File: src/rtl/irq_pkg.sv
package irq_pkg;
  localparam int ADDR_STATUS = 0;
  localparam int ADDR_MASK   = 1;
  localparam int ADDR_ROUTE  = 2;
  localparam int ADDR_CFG    = 3;

  typedef enum logic [1:0] {
    MFO_IRQ  = 2'b00,
    MFO_OSC  = 2'b01,
    MFO_TMR  = 2'b10,
    MFO_IRQX = 2'b11
  } mfo_sel_e;

  typedef struct packed {
    logic     act_high;
    logic     push_pull;
  } pad_cfg_t;
endpackage

File: src/rtl/irq_status_reg.sv
module irq_status_reg #(
  parameter int NUM_SRC = 4
) (
  input  logic               clk,
  input  logic               rst_n,
  input  logic [NUM_SRC-1:0] evt,
  input  logic               clr_we,
  input  logic [NUM_SRC-1:0] clr_bits,
  output logic [NUM_SRC-1:0] status
);
  logic [NUM_SRC-1:0] status_q;
  logic [NUM_SRC-1:0] status_d;

  for (genvar i = 0; i < NUM_SRC; i++) begin : g_bit
    always_comb begin
      status_d[i] = evt[i] | (status_q[i] & ~(clr_we & clr_bits[i]));
    end

    always_ff @(posedge clk or negedge rst_n) begin
      if (!rst_n) status_q[i] <= 1'b0;
      else        status_q[i] <= status_d[i];
    end
  end

  assign status = status_q;
endmodule

File: src/rtl/irq_cfg_regs.sv
module irq_cfg_regs
  import irq_pkg::*;
#(
  parameter int NUM_SRC = 4,
  parameter int DATA_W  = 8,
  parameter int ADDR_W  = 2
) (
  input  logic               clk,
  input  logic               rst_n,
  input  logic               wr_en,
  input  logic [ADDR_W-1:0]  wr_addr,
  input  logic [DATA_W-1:0]  wr_data,
  output logic [NUM_SRC-1:0] mask,
  output logic [NUM_SRC-1:0] route_a,
  output logic [NUM_SRC-1:0] route_b,
  output pad_cfg_t           pad_a,
  output pad_cfg_t           pad_b,
  output mfo_sel_e           mfo_sel
);
  localparam int CFG_W = 6;

  logic [NUM_SRC-1:0] mask_q, mask_d;
  logic [NUM_SRC-1:0] ra_q, ra_d, rb_q, rb_d;
  logic [CFG_W-1:0]   cfg_q, cfg_d;
  logic               mask_en, route_en, cfg_en;

  always_comb begin
    mask_en  = wr_en && (wr_addr == ADDR_W'(ADDR_MASK));
    route_en = wr_en && (wr_addr == ADDR_W'(ADDR_ROUTE));
    cfg_en   = wr_en && (wr_addr == ADDR_W'(ADDR_CFG));
    mask_d   = mask_q;
    ra_d     = ra_q;
    rb_d     = rb_q;
    cfg_d    = cfg_q;
    if (mask_en)  mask_d = wr_data[NUM_SRC-1:0];
    if (route_en) begin
      ra_d = wr_data[NUM_SRC-1:0];
      rb_d = wr_data[2*NUM_SRC-1:NUM_SRC];
    end
    if (cfg_en)   cfg_d = wr_data[CFG_W-1:0];
  end

  always_ff @(posedge clk or negedge rst_n) begin
    if (!rst_n) begin
      mask_q <= '0;
      ra_q   <= '0;
      rb_q   <= '0;
      cfg_q  <= '0;
    end else begin
      mask_q <= mask_d;
      ra_q   <= ra_d;
      rb_q   <= rb_d;
      cfg_q  <= cfg_d;
    end
  end

  assign mask            = mask_q;
  assign route_a         = ra_q;
  assign route_b         = rb_q;
  assign pad_a.act_high  = cfg_q[0];
  assign pad_a.push_pull = cfg_q[1];
  assign pad_b.act_high  = cfg_q[2];
  assign pad_b.push_pull = cfg_q[3];
  assign mfo_sel         = mfo_sel_e'(cfg_q[5:4]);
endmodule

File: src/rtl/irq_pad_drv.sv
module irq_pad_drv
  import irq_pkg::*;
(
  input  logic     sig,
  input  pad_cfg_t cfg,
  input  logic     force_od,
  output logic     lvl,
  output logic     oe
);
  logic pp_eff;

  always_comb begin
    lvl    = cfg.act_high ? sig : ~sig;
    pp_eff = cfg.push_pull & ~force_od;
    oe     = pp_eff | ~lvl;
  end
endmodule

File: src/rtl/irq_router.sv
module irq_router
  import irq_pkg::*;
#(
  parameter int NUM_SRC = 4,
  parameter int DATA_W  = 8,
  parameter int ADDR_W  = 2
) (
  input  logic               clk,
  input  logic               rst_n,
  input  logic [NUM_SRC-1:0] src_evt,
  input  logic               wr_en,
  input  logic [ADDR_W-1:0]  wr_addr,
  input  logic [DATA_W-1:0]  wr_data,
  input  logic               on_battery,
  input  logic               osc_clk,
  input  logic               tmr0_out,
  output logic [NUM_SRC-1:0] status_o,
  output logic [NUM_SRC-1:0] mask_o,
  output logic               irq_lvl,
  output logic               irq_oe,
  output logic               mfo_lvl,
  output logic               mfo_oe
);
  localparam int NUM_PIN  = 2;
  localparam int SYNC_LEN = 2;

  logic [SYNC_LEN-1:0] rst_sync_q;
  logic                rst_sync_n;
  logic [NUM_SRC-1:0]  status_q, mask_q, route_a, route_b;
  pad_cfg_t            pad_a, pad_b;
  mfo_sel_e            mfo_sel;
  logic                line_a, line_b, mfo_sig;
  logic                clr_we;
  logic [NUM_PIN-1:0]  pin_sig, pin_lvl, pin_oe;
  pad_cfg_t            pin_cfg [NUM_PIN];

  always_ff @(posedge clk or negedge rst_n) begin
    if (!rst_n) rst_sync_q <= '0;
    else        rst_sync_q <= {rst_sync_q[SYNC_LEN-2:0], 1'b1};
  end
  assign rst_sync_n = rst_sync_q[SYNC_LEN-1];

  assign clr_we = wr_en && (wr_addr == ADDR_W'(ADDR_STATUS));

  irq_status_reg #(.NUM_SRC(NUM_SRC)) u_status (
    .clk      (clk),
    .rst_n    (rst_sync_n),
    .evt      (src_evt),
    .clr_we   (clr_we),
    .clr_bits (wr_data[NUM_SRC-1:0]),
    .status   (status_q)
  );

  irq_cfg_regs #(.NUM_SRC(NUM_SRC), .DATA_W(DATA_W), .ADDR_W(ADDR_W)) u_cfg (
    .clk     (clk),
    .rst_n   (rst_sync_n),
    .wr_en   (wr_en),
    .wr_addr (wr_addr),
    .wr_data (wr_data),
    .mask    (mask_q),
    .route_a (route_a),
    .route_b (route_b),
    .pad_a   (pad_a),
    .pad_b   (pad_b),
    .mfo_sel (mfo_sel)
  );

  always_comb begin
    line_a = |(status_q & mask_q & route_a);
    line_b = |(status_q & mask_q & route_b);
    unique case (mfo_sel)
      MFO_OSC: mfo_sig = osc_clk;
      MFO_TMR: mfo_sig = tmr0_out;
      default: mfo_sig = line_b;
    endcase
  end

  assign pin_sig    = {mfo_sig, line_a};
  assign pin_cfg[0] = pad_a;
  assign pin_cfg[1] = pad_b;

  for (genvar p = 0; p < NUM_PIN; p++) begin : g_pad
    irq_pad_drv u_pad (
      .sig      (pin_sig[p]),
      .cfg      (pin_cfg[p]),
      .force_od (on_battery),
      .lvl      (pin_lvl[p]),
      .oe       (pin_oe[p])
    );
  end

  assign status_o = status_q;
  assign mask_o   = mask_q;
  assign irq_lvl  = pin_lvl[0];
  assign irq_oe   = pin_oe[0];
  assign mfo_lvl  = pin_lvl[1];
  assign mfo_oe   = pin_oe[1];
endmodule

File: config.mk
export PLATFORM = sky130hd
export DESIGN_NAME = irq_router
export DESIGN_NICKNAME = d
export VERILOG_FILES = /design/src/rtl/irq_pkg.sv /design/src/rtl/irq_status_reg.sv /design/src/rtl/irq_cfg_regs.sv /design/src/rtl/irq_pad_drv.sv /design/src/rtl/irq_router.sv
export SDC_FILE = /design/constraint.sdc
export NUM_CORES = 1
export LEC_CHECK = 0
export BUFFER_PORTS_ARGS = -buffer_cell sky130_fd_sc_hd__buf_2
export CAP_MARGIN = 10
export CORE_ASPECT_RATIO = 1.75
export CORE_MARGIN = 2
export CORE_UTILIZATION = 40
export DETAILED_ROUTE_END_ITERATION = 12
export GPL_TIMING_DRIVEN = 0
export PLACE_DENSITY = 0.74
export SYNTH_ARGS = -nofsm -noshare
export SYNTH_HDL_FRONTEND = slang
export SYNTH_SLANG_ARGS = --single-unit
File: constraint.sdc
create_clock -name clk -period 1.4 [get_ports clk]
set_input_delay 0 -clock clk [delete_from_list [all_inputs] [get_ports clk]]
set_output_delay 0 -clock clk [all_outputs]
set_load 0.01 [all_outputs]
[Yosys cells after proc, flatten, opt, wreduce, memory -nomap -nowiden]
Index checks and enable logic that the tools add are counted.
Cells by class
  equality and inequality tests: 5
  mux-type cells: 3
  bitwise logic cells: 28
  reductions and logical operators: 7
Operators with widths (count)
  AND 4 bit: 3
  AND 1 bit: 10
  inverter 1 bit: 9
  OR reduction 4 bit: 2
  equality test 2 bit (second input constant): 3
  bitwise OR 1 bit: 6
  equality test 2 x 1 -> 1 bit (second input constant): 2
  logical AND 1 bit: 4
  zero test 2 bit: 1
  two-way mux 1 bit: 2
  case mux 1 bit (2 select lines): 1
Storage, ports and cells
  flip-flop bits (word level): 24
  input bits: 20
  output and inout port bits: 12
  word-level logic and storage cells: 52

[Logic depth before layout (Yosys ltp)]
Gate-level depths: netlist of the first run.
  depth after elaboration: 8
  mapped depth: 6
  depth with buffers taken out: 6

[Cells and area by module]
Synthesis of the first run repeated with hierarchy kept, for this count alone.
Second synthesis, totals
  cells, all modules: 76
  area, all modules: 1039.7 um2
Modules (own cells, without submodules)
  irq_cfg_regs: times used 1, cells each 39, area an instance 676.9 um2, seq. area each 450.4 um2
  irq_router: times used 1, cells each 19, area an instance 160.2 um2, seq. area each 50.0 um2
  irq_status_reg: times used 1, cells each 12, area an instance 145.1 um2, seq. area each 100.1 um2
  irq_pad_drv: times used 2, cells each 3, area an instance 28.8 um2, seq. area each 0.0 um2

[Worst setup path before layout of the first run]
Ideal clock, no wire load.
  path kind: flip-flop to output port
  from: register u_cfg.cfg_q[4]
  to: output mfo_oe
  data arrival time: 1.373 ns
  required time: 1.400 ns
  slack: 0.027 ns
  cell stages (with the launch flop): 7
  path buffers: 0
  cell sequence: dfrtp_1 inv_1 ha_1 a221oi_4 a211oi_1 a221oi_2 nand2_1
On the way
  word-level cells in the longest chain between the ends: 6
  elaborated cells on any way between the ends: 7
  those cells by class: eq/ne: 2; mux: 2; bitwise: 3
Ends and longest elaborated chain
  start: declaration: RTL line irq_cfg_regs.sv:24  | logic [CFG_W-1:0] cfg_q, cfg_d;
  start signal: assignment: RTL line irq_cfg_regs.sv:53  | cfg_q <= cfg_d;
  equality test 2 bit or equality test 2 x 1 -> 1 bit (tied branches): RTL line irq_router.sv:71  | unique case (mfo_sel)
  case mux 1 bit (2 select lines) (*): RTL line irq_router.sv:71
  inverter 1 bit: RTL line irq_pad_drv.sv:13  | lvl = cfg.act_high ? sig : ~sig;
  two-way mux 1 bit (*): RTL line irq_pad_drv.sv:13
  inverter 1 bit (*): RTL line irq_pad_drv.sv:15  | oe = pp_eff | ~lvl;
  bitwise OR 1 bit (*): RTL line irq_pad_drv.sv:15
  end: declaration: RTL line irq_router.sv:22  | output logic mfo_oe
Mark *: on every way between the ends. The rest lies on a longest branch, timed or not.

[Worst setup path in the final report of the first run]
  from: register u_cfg.cfg_q[4]
  to: output mfo_lvl
On the way
  word-level cells in the longest chain between the ends: 4
  elaborated cells on any way between the ends: 5
  those cells by class: eq/ne: 2; mux: 2; bitwise: 1
Ends and longest elaborated chain
  equality test 2 bit or equality test 2 x 1 -> 1 bit (tied branches): RTL line irq_router.sv:71
  case mux 1 bit (2 select lines) (*): RTL line irq_router.sv:71
  inverter 1 bit: RTL line irq_pad_drv.sv:13
  two-way mux 1 bit (*): RTL line irq_pad_drv.sv:13
  end: declaration: RTL line irq_router.sv:21  | output logic mfo_lvl,
Marked as above.

==> results of run 1 <==
## state kept, by name, summed over array words and instances, names as in the netlist
name and cells:
u_status.status 4, rst_sync_q 2, u_cfg.mask 4, u_cfg.cfg_q 6
u_cfg.route_a 4, u_cfg.route_b 4
## final cells by class
class	instances	share of cell area
multi-input cells	54	0.350
well taps	27	0.0224
clock buffers	3	0.0273
inverters	4	0.00994
repair buffers	46	0.192
flip-flops and latches	24	0.398
## worst max-delay path, delay by kind of cell (launching register included)
kind	cells	cell delay [ps]
buf+inv	3	390
fa+ha+maj	1	160
compound gates	2	350
flops	1	430
xor+xnor	1	160
## path summary, 6_finish.rpt
kind                                         endpoint  slack (ps)  cells past startpoint                  startpoint
max                                           mfo_lvl        -350                      7  u_cfg.cfg_q[4]$_DFFE_PN0P_
min                         u_cfg.mask[2]$_DFFE_PN0P_          10                      2                  wr_data[2]
max reg2reg                u_cfg.cfg_q[4]$_DFFE_PN0P_         490                      0     rst_sync_q[1]$_DFF_PN0_
min reg2reg                   rst_sync_q[1]$_DFF_PN0_         350                      0     rst_sync_q[0]$_DFF_PN0_
max in group asynchronous  u_cfg.cfg_q[4]$_DFFE_PN0P_         490                      0     rst_sync_q[1]$_DFF_PN0_
min in group asynchronous     rst_sync_q[0]$_DFF_PN0_          40                      2                       rst_n
## per-stage QoR
stage,util,instance area (um2)
final,0.568,1510
after detailed placement,0.488,1300
after global placement,0.488,1300
after CTS,0.551,1470
after global routing,0.568,1510
after floorplan,-,1110
## routing by layer
metal | track usage | up-vias | part of all wire
met5 | 0 | - | 0
li1 | - | 399 | -
met1 | 0.169 | 416 | 0.37
met2 | 0.270 | 18 | 0.58
met3 | 0.00737 | 4 | 0.028
met4 | 0.0909 | 0 | 0.019
## where the power goes
group	internal, uW	switching [uW]
Sequential	798	102
Clock	192	201
Combinational	364	281
## logic make-up (layout without fill, tap and decap cells)
kind of cell               after synthesis  count (layout)
muxes                                   18              18
DFF                                     24              24
AOI/OAI and AO/OA                       11              11
adders and majority gates                2               2
buffers and inverters                    4              53
xor gates and xnor gates                 2               2
other                                    1               1
and+or+nand+nor                         20              20
## cells in the final DEF (no fill, tap or decap), drive strengths merged, types with 2 or more instances in the layout
cell type    count
clkbuf           3
nand3b           2
ha               2
mux2            18
dlygate4sd3      9
buf             37
xnor2            2
a21o             4
nand3            9
inv              4
dfrtp           24
a221oi           2
nand2            5
## repair_timing
item | 4_1_cts | 5_1_grt
pin swaps | 2 | 5
setup buffers | 3 | 3
endpoints found under the setup margin | 2 | 3
gates resized for setup | 3 | 5
hold buffers | 9 | 0
endpoints found under the hold margin | 12 | 0
==> metrics.md, run 1 <==
| Metric | Value |
|---|---|
| First-pass GRT wire length | `about 3500 um` |
| Ys async rst share | `1.00` |
| Mean Syn Cell Area | `approximately 14 um2` |
| Yosys Warn Count | `0` |
| Top-count cell post-synth | `dfrtp_1` |
| DRT Pass-1 Iters | `4` |
| Final Hold Vio Count | `0` |
| Largest net degree at the start of global routing | `23` |
| Syn Inst Count | `between 80 and 90` |
| WL final | `~2400 um` |
| Area growth, synth to finish | `36.4%` |
| Die height | `73.6 um` |
| Register bit total from synthesis | `24` |
| Worst hold slack | `14.1 ps` |
| RSZ-0062 raised after global routing | `yes` |
| Post-synth EDFFs | `0` |
| Leakage power | `roughly 0.00068 uW` |
| Count of cell types in the netlist | `24` |
| Measured slew at the worst slew-check pin | `slightly below 900 ps` |
| Worst Path Max Fanout | `4` |
| Worst path slowest cell | `dfrtp_1` |
| Post-Synth XOR/XNOR Area | `0.0158` |
| Routed WL per cell | `roughly 15 um` |
| Initial antenna violation count | `0` |
| Post-layout min period | `between 1500 and 2000 ps` |
| Hpwl dp | `roughly 1800 um` |
| Total power | `a little under 2000 uW` |
| CTS buffer count | `3` |
| Vias/cell | `between 5 and 6` |
| Total negative slack | `-679 ps` |
| Fillers | `about 230` |
| Failing checks | `negative setup slack` |
| Finished Layout Cells | `between 150 and 200` |
| Post-synth top area share | `0.542` |
| WP data required | `roughly 1400 ps` |
| Worst Hold Class | `in -> reg` |
| Inst Count DP | `140` |
| Commonest cells post-synth | `24 x dfrtp_1, 17 x mux2_2, 8 x nand3_1, 5 x nand2_1` |
| Vias in the first global route | `between 800 and 900` |
| Status | `finished, violations left` |
| Max-slew violation count | `0` |
| Initial Util | `0.416` |
| Root Driver | `clkbuf_8` |
| Register area | `roughly 600 um2` |
| N_diodes | `0` |
| Post-route ant nets | `0` |
| Final nets | `between 150 and 200` |
| Post-Syn Nets | `approximately 100` |
| Final setup fails | `2` |
| Maxcap violations | `0` |
| Rows | `25` |
| Layout Skew | `1.62 ps` |
| Total Routing Usage GR | `0.150` |
| Adder-cell share of the synthesized area | `0.0226` |
| Worst setup margin | `-352 ps` |
| Total gr overflow | `0` |
| Total number of vias | `about 840` |
| Boundary Pins | `32` |
| Crit-path cells | `inv_2, ha_4, a221oi_4, buf_4, a41oi_2, xnor2_1, buf_2` |
| CTS clock-pin slew for the worst setup and hold paths | `approximately 80 ps` |
| Peak VDD IR | `~0.00071 V` |
| Pwr dens | `roughly 1300 nW/um2` |
| Die area | `about 3200 um2` |
| Worst slew margin | `0.416` |
| CP peak stage delay | `430 ps` |
| Main combinational cell family by area after synthesis | `multiplexers` |
| Highest Clock Rate | `between 500 and 600 MHz` |
| Critical path startpoint category | `register` |
| CP arrival | `roughly 1800 ps` |
| Seq/Total Area, Yosys | `0.542` |
| Post-Synth Simple-Gate Area | `0.115` |
| Area leader, netlist | `dfrtp_1` |
| Pre-CTS worst setup slack | `-159 ps` |
| Netlist Area Pre-Place | `approximately 1100 um2` |
| Clk buf depth | `2` |
| RD Place Congestion | `between 0.8 and 0.9` |
| Tcrit/Tclk final | `1.25` |
| Worst Setup End Kind | `output pin` |
| Primary FF master, synth | `dfrtp_1` |
| Worst skew pair latency | `260 ps` |
| Area of the multi-input gates | `about 530 um2` |
| Core ar. | `about 2700 um2` |
| Port Buffer Count | `31` |
| Critical path class | `reg -> out` |
| DIE WIDTH | `between 40 and 50 um` |
| Initial drt markers | `12` |
| Total clock sinks | `24` |
| Synth top area cells | `dfrtp_1 54%, mux2_2 17%, nand3_1 3.6%` |
| CTS tree | `built` |
| Layout cell share with drive strength beyond 1 | `0.527` |
| Post-synthesis compound-gate area fraction | `0.104` |
| Multiplexer share of the synthesized area | `0.183` |
| H-tree depth | `1` |
| # DRC | `0` |
No activity file was read; power rests on OpenSTA's default activity.
==> run 2, diff against run 1 <==
--- a/config.mk
+++ b/config.mk
@@ -5,6 +5,7 @@
 export SDC_FILE = /design/constraint.sdc
 export NUM_CORES = 1
 export LEC_CHECK = 0
+export ABC_AREA = 1
 export BUFFER_PORTS_ARGS = -buffer_cell sky130_fd_sc_hd__buf_2
 export CAP_MARGIN = 10
 export CORE_ASPECT_RATIO = 1.75
@@ -12,7 +13,7 @@
 export CORE_UTILIZATION = 40
 export DETAILED_ROUTE_END_ITERATION = 12
 export GPL_TIMING_DRIVEN = 0
-export PLACE_DENSITY = 0.74
+export PLACE_DENSITY = 0.75
 export SYNTH_ARGS = -nofsm -noshare
 export SYNTH_HDL_FRONTEND = slang
 export SYNTH_SLANG_ARGS = --single-unit
==> run 2 against run 1 <==
  * The flow still finishes with violations (negative setup slack)
  * Cell area shrank 3.1%
  * Fmax up 18%
  * Core utilization up 1.2 points
  * Wire length fell by 0.21%
  * Combinational power fell by 28%
  * Synthesized cell count grew 51%
  * Area after synthesis down 3.5%
  * Register-to-register slack barely moved
  * First-iteration DRC count rose by 140%
  * Via count is 15% higher
  * Setup slack better by 270 ps
  * Critical endpoint is now mfo_oe
  * Clock skew is essentially flat
==> metrics.md, run 2 <==
| Metric | Value |
|---|---|
| Leakage power | `0.000763 uW (+13%)` |
| WL final | `2350 um (-0.21%)` |
| Clock power frac | `0.258 (+0.055)` |
| Initial antenna violation count | `0 (unchanged)` |
| Commonest cells post-synth | `35 x nand2_1, 24 x dfrtp_1, 18 x inv_1, 13 x nand3_1, 12 x o21ai_1` |
| CTS clock-pin slew for the worst setup and hold paths | `80 ps (about the same)` |
| Peak VDD IR | `0.000825 V (+17%)` |
| Vias in the first global route | `990 (+23%)` |
| Clk buf depth | `2 (unchanged)` |
| Pwr dens | `1220 nW/um2 (-4.6%)` |
| Status | `finished, violations left` |
| Worst Path Max Fanout | `3 (-1)` |
| Most flops, register | `u_cfg.cfg_q` |
| DRT Pass-1 Iters | `4 (unchanged)` |
| Final Hold Vio Count | `0 (unchanged)` |
| Area leader, netlist | `dfrtp_1` |
| H-tree depth | `1 (unchanged)` |
| Syn Inst Count | `124 (+51%)` |
| FF-to-FF setup slack | `480 ps (about the same)` |
| Failing checks | `negative setup slack` |
| Number of flip-flops in the largest register | `6 (unchanged)` |
| Boundary Pins | `32 (unchanged)` |
| Critical path class | `reg -> out` |
| Root Driver | `clkbuf_8` |
| Seq/Total Area, Yosys | `0.562 (+0.0197)` |
| Layout Skew | `1.83 ps (+0.215 ps)` |
| Post-synth top area share | `0.562 (+0.0197)` |
| Area growth, synth to finish | `36.9%` |
| # DRC | `0 (unchanged)` |
| Mean Syn Cell Area | `8.62 um2 (-36%)` |
| Synth top area cells | `dfrtp_1 56%, nand2_1 12%, inv_1 6.3%` |
| Sequential fraction of design power | `0.481 (+0.017)` |
| Measured slew at the worst slew-check pin | `885 ps (+9.64 ps)` |
| Worst slew margin | `0.410 (-0.00643)` |
| Inst Count DP | `181 (+29%)` |
| Fillers | `239 (+4.8%)` |
| Hpwl dp | `1790 um (+2.3%)` |
| Maxcap violations | `0 (unchanged)` |
| Final nets | `193 (+25%)` |
| Total number of vias | `964 (+15%)` |
| Primary FF master, synth | `dfrtp_1` |
| Core ar. | `2520 um2 (-5.1%)` |
| Hold depth | `3 (+1)` |
| Register bit total from synthesis | `24 (unchanged)` |
| Total Routing Usage GR | `0.176 (+0.0251)` |
| CP dominant cell by count | `nand2_2` |
| Final setup fails | `2 (unchanged)` |
| Crit-path cells | `ha_4, nand2_2, nor2_2, nand2_2, nand2_2, nand2_1, nand3_1, buf_2` |
| Critical path startpoint category | `register` |
| Worst Reg-to-Reg Cells | `0 (unchanged)` |
| Finished Layout Cells | `196 (+24%)` |
| Top-count cell post-synth | `nand2_1` |
| Highest Clock Rate | `675 MHz (+18%)` |
| Pre-CTS worst setup slack | `131 ps (+290 ps)` |
| Hold_sp | `wr_data[1]` |
| Capture point of the worst reg-to-reg path | `u_status.status[1]$_DFF_PN0_` |
| N_diodes | `0 (unchanged)` |
| Initial Util | `0.424 (+0.00714)` |
| Switching pwr | `536 uW (-8.3%)` |
| Vias/cell | `4.92 (-7.2%)` |
| First-pass GRT wire length | `4220 um (+20%)` |
| Total clock sinks | `24 (unchanged)` |
| Most frequent cells in the layout | `32 x nand2_1, 32 x buf_2, 24 x dfrtp_1` |
| Max-slew violation count | `0 (unchanged)` |
| Yosys Warn Count | `0 (unchanged)` |
| Largest net degree at the start of global routing | `23 (unchanged)` |
| Die height | `72.4 um (-1.7%)` |
| WP data required | `1400 ps (about the same)` |
| Die area | `3120 um2 (-3.2%)` |
| Internal power | `1260 uW (-7.3%)` |
| Port Buffer Count | `31 (unchanged)` |
| Post-Syn Nets | `146 (+40%)` |
| CTS tree | `built` |
| FF-to-FF Start | `rst_sync_q[1]$_DFF_PN0_` |
| Count of cell types in the netlist | `15 (-38%)` |
| Rows | `24 (-4.0%)` |
| DIE WIDTH | `43.1 um (-1.6%)` |
| Worst Hold Class | `in -> reg` |
| Post-layout min period | `1480 ps (-271 ps)` |
| Tcrit/Tclk final | `1.06 (-0.194)` |
| Total gr overflow | `0 (unchanged)` |
| CTS buffer count | `3 (unchanged)` |
| Worst setup margin | `-80.5 ps (+271 ps)` |
| Ys async rst share | `1.00 (unchanged)` |
| Post-synth EDFFs | `0 (unchanged)` |
| Netlist Area Pre-Place | `1070 um2 (-3.5%)` |
| Net Sw Frac | `0.299 (-0.00213)` |
| Worst path slowest cell | `dfrtp_1` |
| Routed WL per cell | `12.0 um (-20%)` |
| RSZ-0062 raised after global routing | `yes` |
| CP peak stage delay | `420 ps (about the same)` |
| CP arrival | `1480 ps (-270 ps)` |
| Post-route ant nets | `0 (unchanged)` |
| Layout cell share with drive strength beyond 1 | `0.294 (-0.233)` |
| RD Place Congestion | `0.746 (-8.1%)` |
| Initial drt markers | `29 (+17)` |
| Worst Setup End Kind | `output pin` |
| Worst skew pair latency | `260 ps (about the same)` |
| Hold EP | `u_cfg.cfg_q[1]$_DFFE_PN0P_` |
| Comb pwr share | `0.261 (-0.072)` |
run 2: timing repair:
item / in CTS / in global routing
hold buffers: 9 / 0
endpoints found under the setup margin: 2 / 3
gates resized for setup: 6 / 5
setup buffers: 1 / 1
pin swaps: 4 / 4
endpoints found under the hold margin: 12 / 0
run 2: per-stage QoR:
stage               instance area, um2  setup TNS [ps]  utilization  hold WS (ps)  power (uW)
CTS                               1440            -253        0.571          20.1        1790
finish                            1460            -146        0.580          27.1        1790
global placement                  1260               0        0.498          -215        1250
global route                      1460            -450        0.580          28.0        1920
detailed placement                1260               0        0.498          -213        1270
floorplan                         1070               0            -          -296        1110
run 2: worst max-delay path by stage:
stage	start	to	slack (ps)
floorplan	u_cfg.cfg_q[4]$_DFFE_PN0P_	mfo_oe	310
global placement	u_cfg.cfg_q[4]$_DFFE_PN0P_	mfo_oe	170
detailed placement	u_cfg.cfg_q[4]$_DFFE_PN0P_	mfo_oe	130
CTS	u_cfg.cfg_q[5]$_DFFE_PN0P_	mfo_oe	-130
global route	u_cfg.cfg_q[4]$_DFFE_PN0P_	mfo_oe	-250
finish	u_cfg.cfg_q[5]$_DFFE_PN0P_	mfo_oe	-80
run 2: layer usage:
| metal | vias up | track usage | routed length, um |
|---|---|---|---|
| met5 | - | 0 | 0 |
| met2 | 39 | 0.325 | 1250 |
| li1 | 486 | - | - |
| met3 | 2 | 0.0299 | 121 |
| met1 | 437 | 0.203 | 955 |
| met4 | 0 | 0.0505 | 22 |
run 2: power groups by stage:
stage | Sequential [uW] | Clock (uW) | Combinational (uW)
5_1_grt | 878 | 500 | 540
6_report | 862 | 462 | 467
2_1_floorplan | 865 | 0 | 248
3_5_place_dp | 871 | 0 | 402
3_3_place_gp | 865 | 0 | 385
4_1_cts | 861 | 475 | 456
run 2: cell families after synthesis:
family / after synthesis / synth area share
AO/OA/AOI/OAI: 22 / 0.103
AND/OR/NAND/NOR: 53 / 0.207
other: 1 / 0.00351
XOR/XNOR: 1 / 0.00820
adder cells (fa/ha/maj): 2 / 0.0234
multiplexers: 1 / 0.0140
flip-flops: 24 / 0.562
buffers and inverters: 20 / 0.0784
run 2: layout make-up:
cell class / instances / area, um2 / share of cell area
inverters: 18 / 67.6 / 0.0462
clock buffers: 4 / 55.1 / 0.0376
repair buffers: 42 / 264 / 0.180
well taps: 26 / 32.5 / 0.0222
plain buffers: 2 / 16.3 / 0.0111
multi-input cells: 80 / 427 / 0.292
flip-flops and latches: 24 / 601 / 0.411
run 2: critical path, delay by kind of cell, from the launching register on:
family,cells,cell delay [ps]
fa+ha+maj,1,280
buf+inv,1,120
flops,1,420
simple gates,6,390
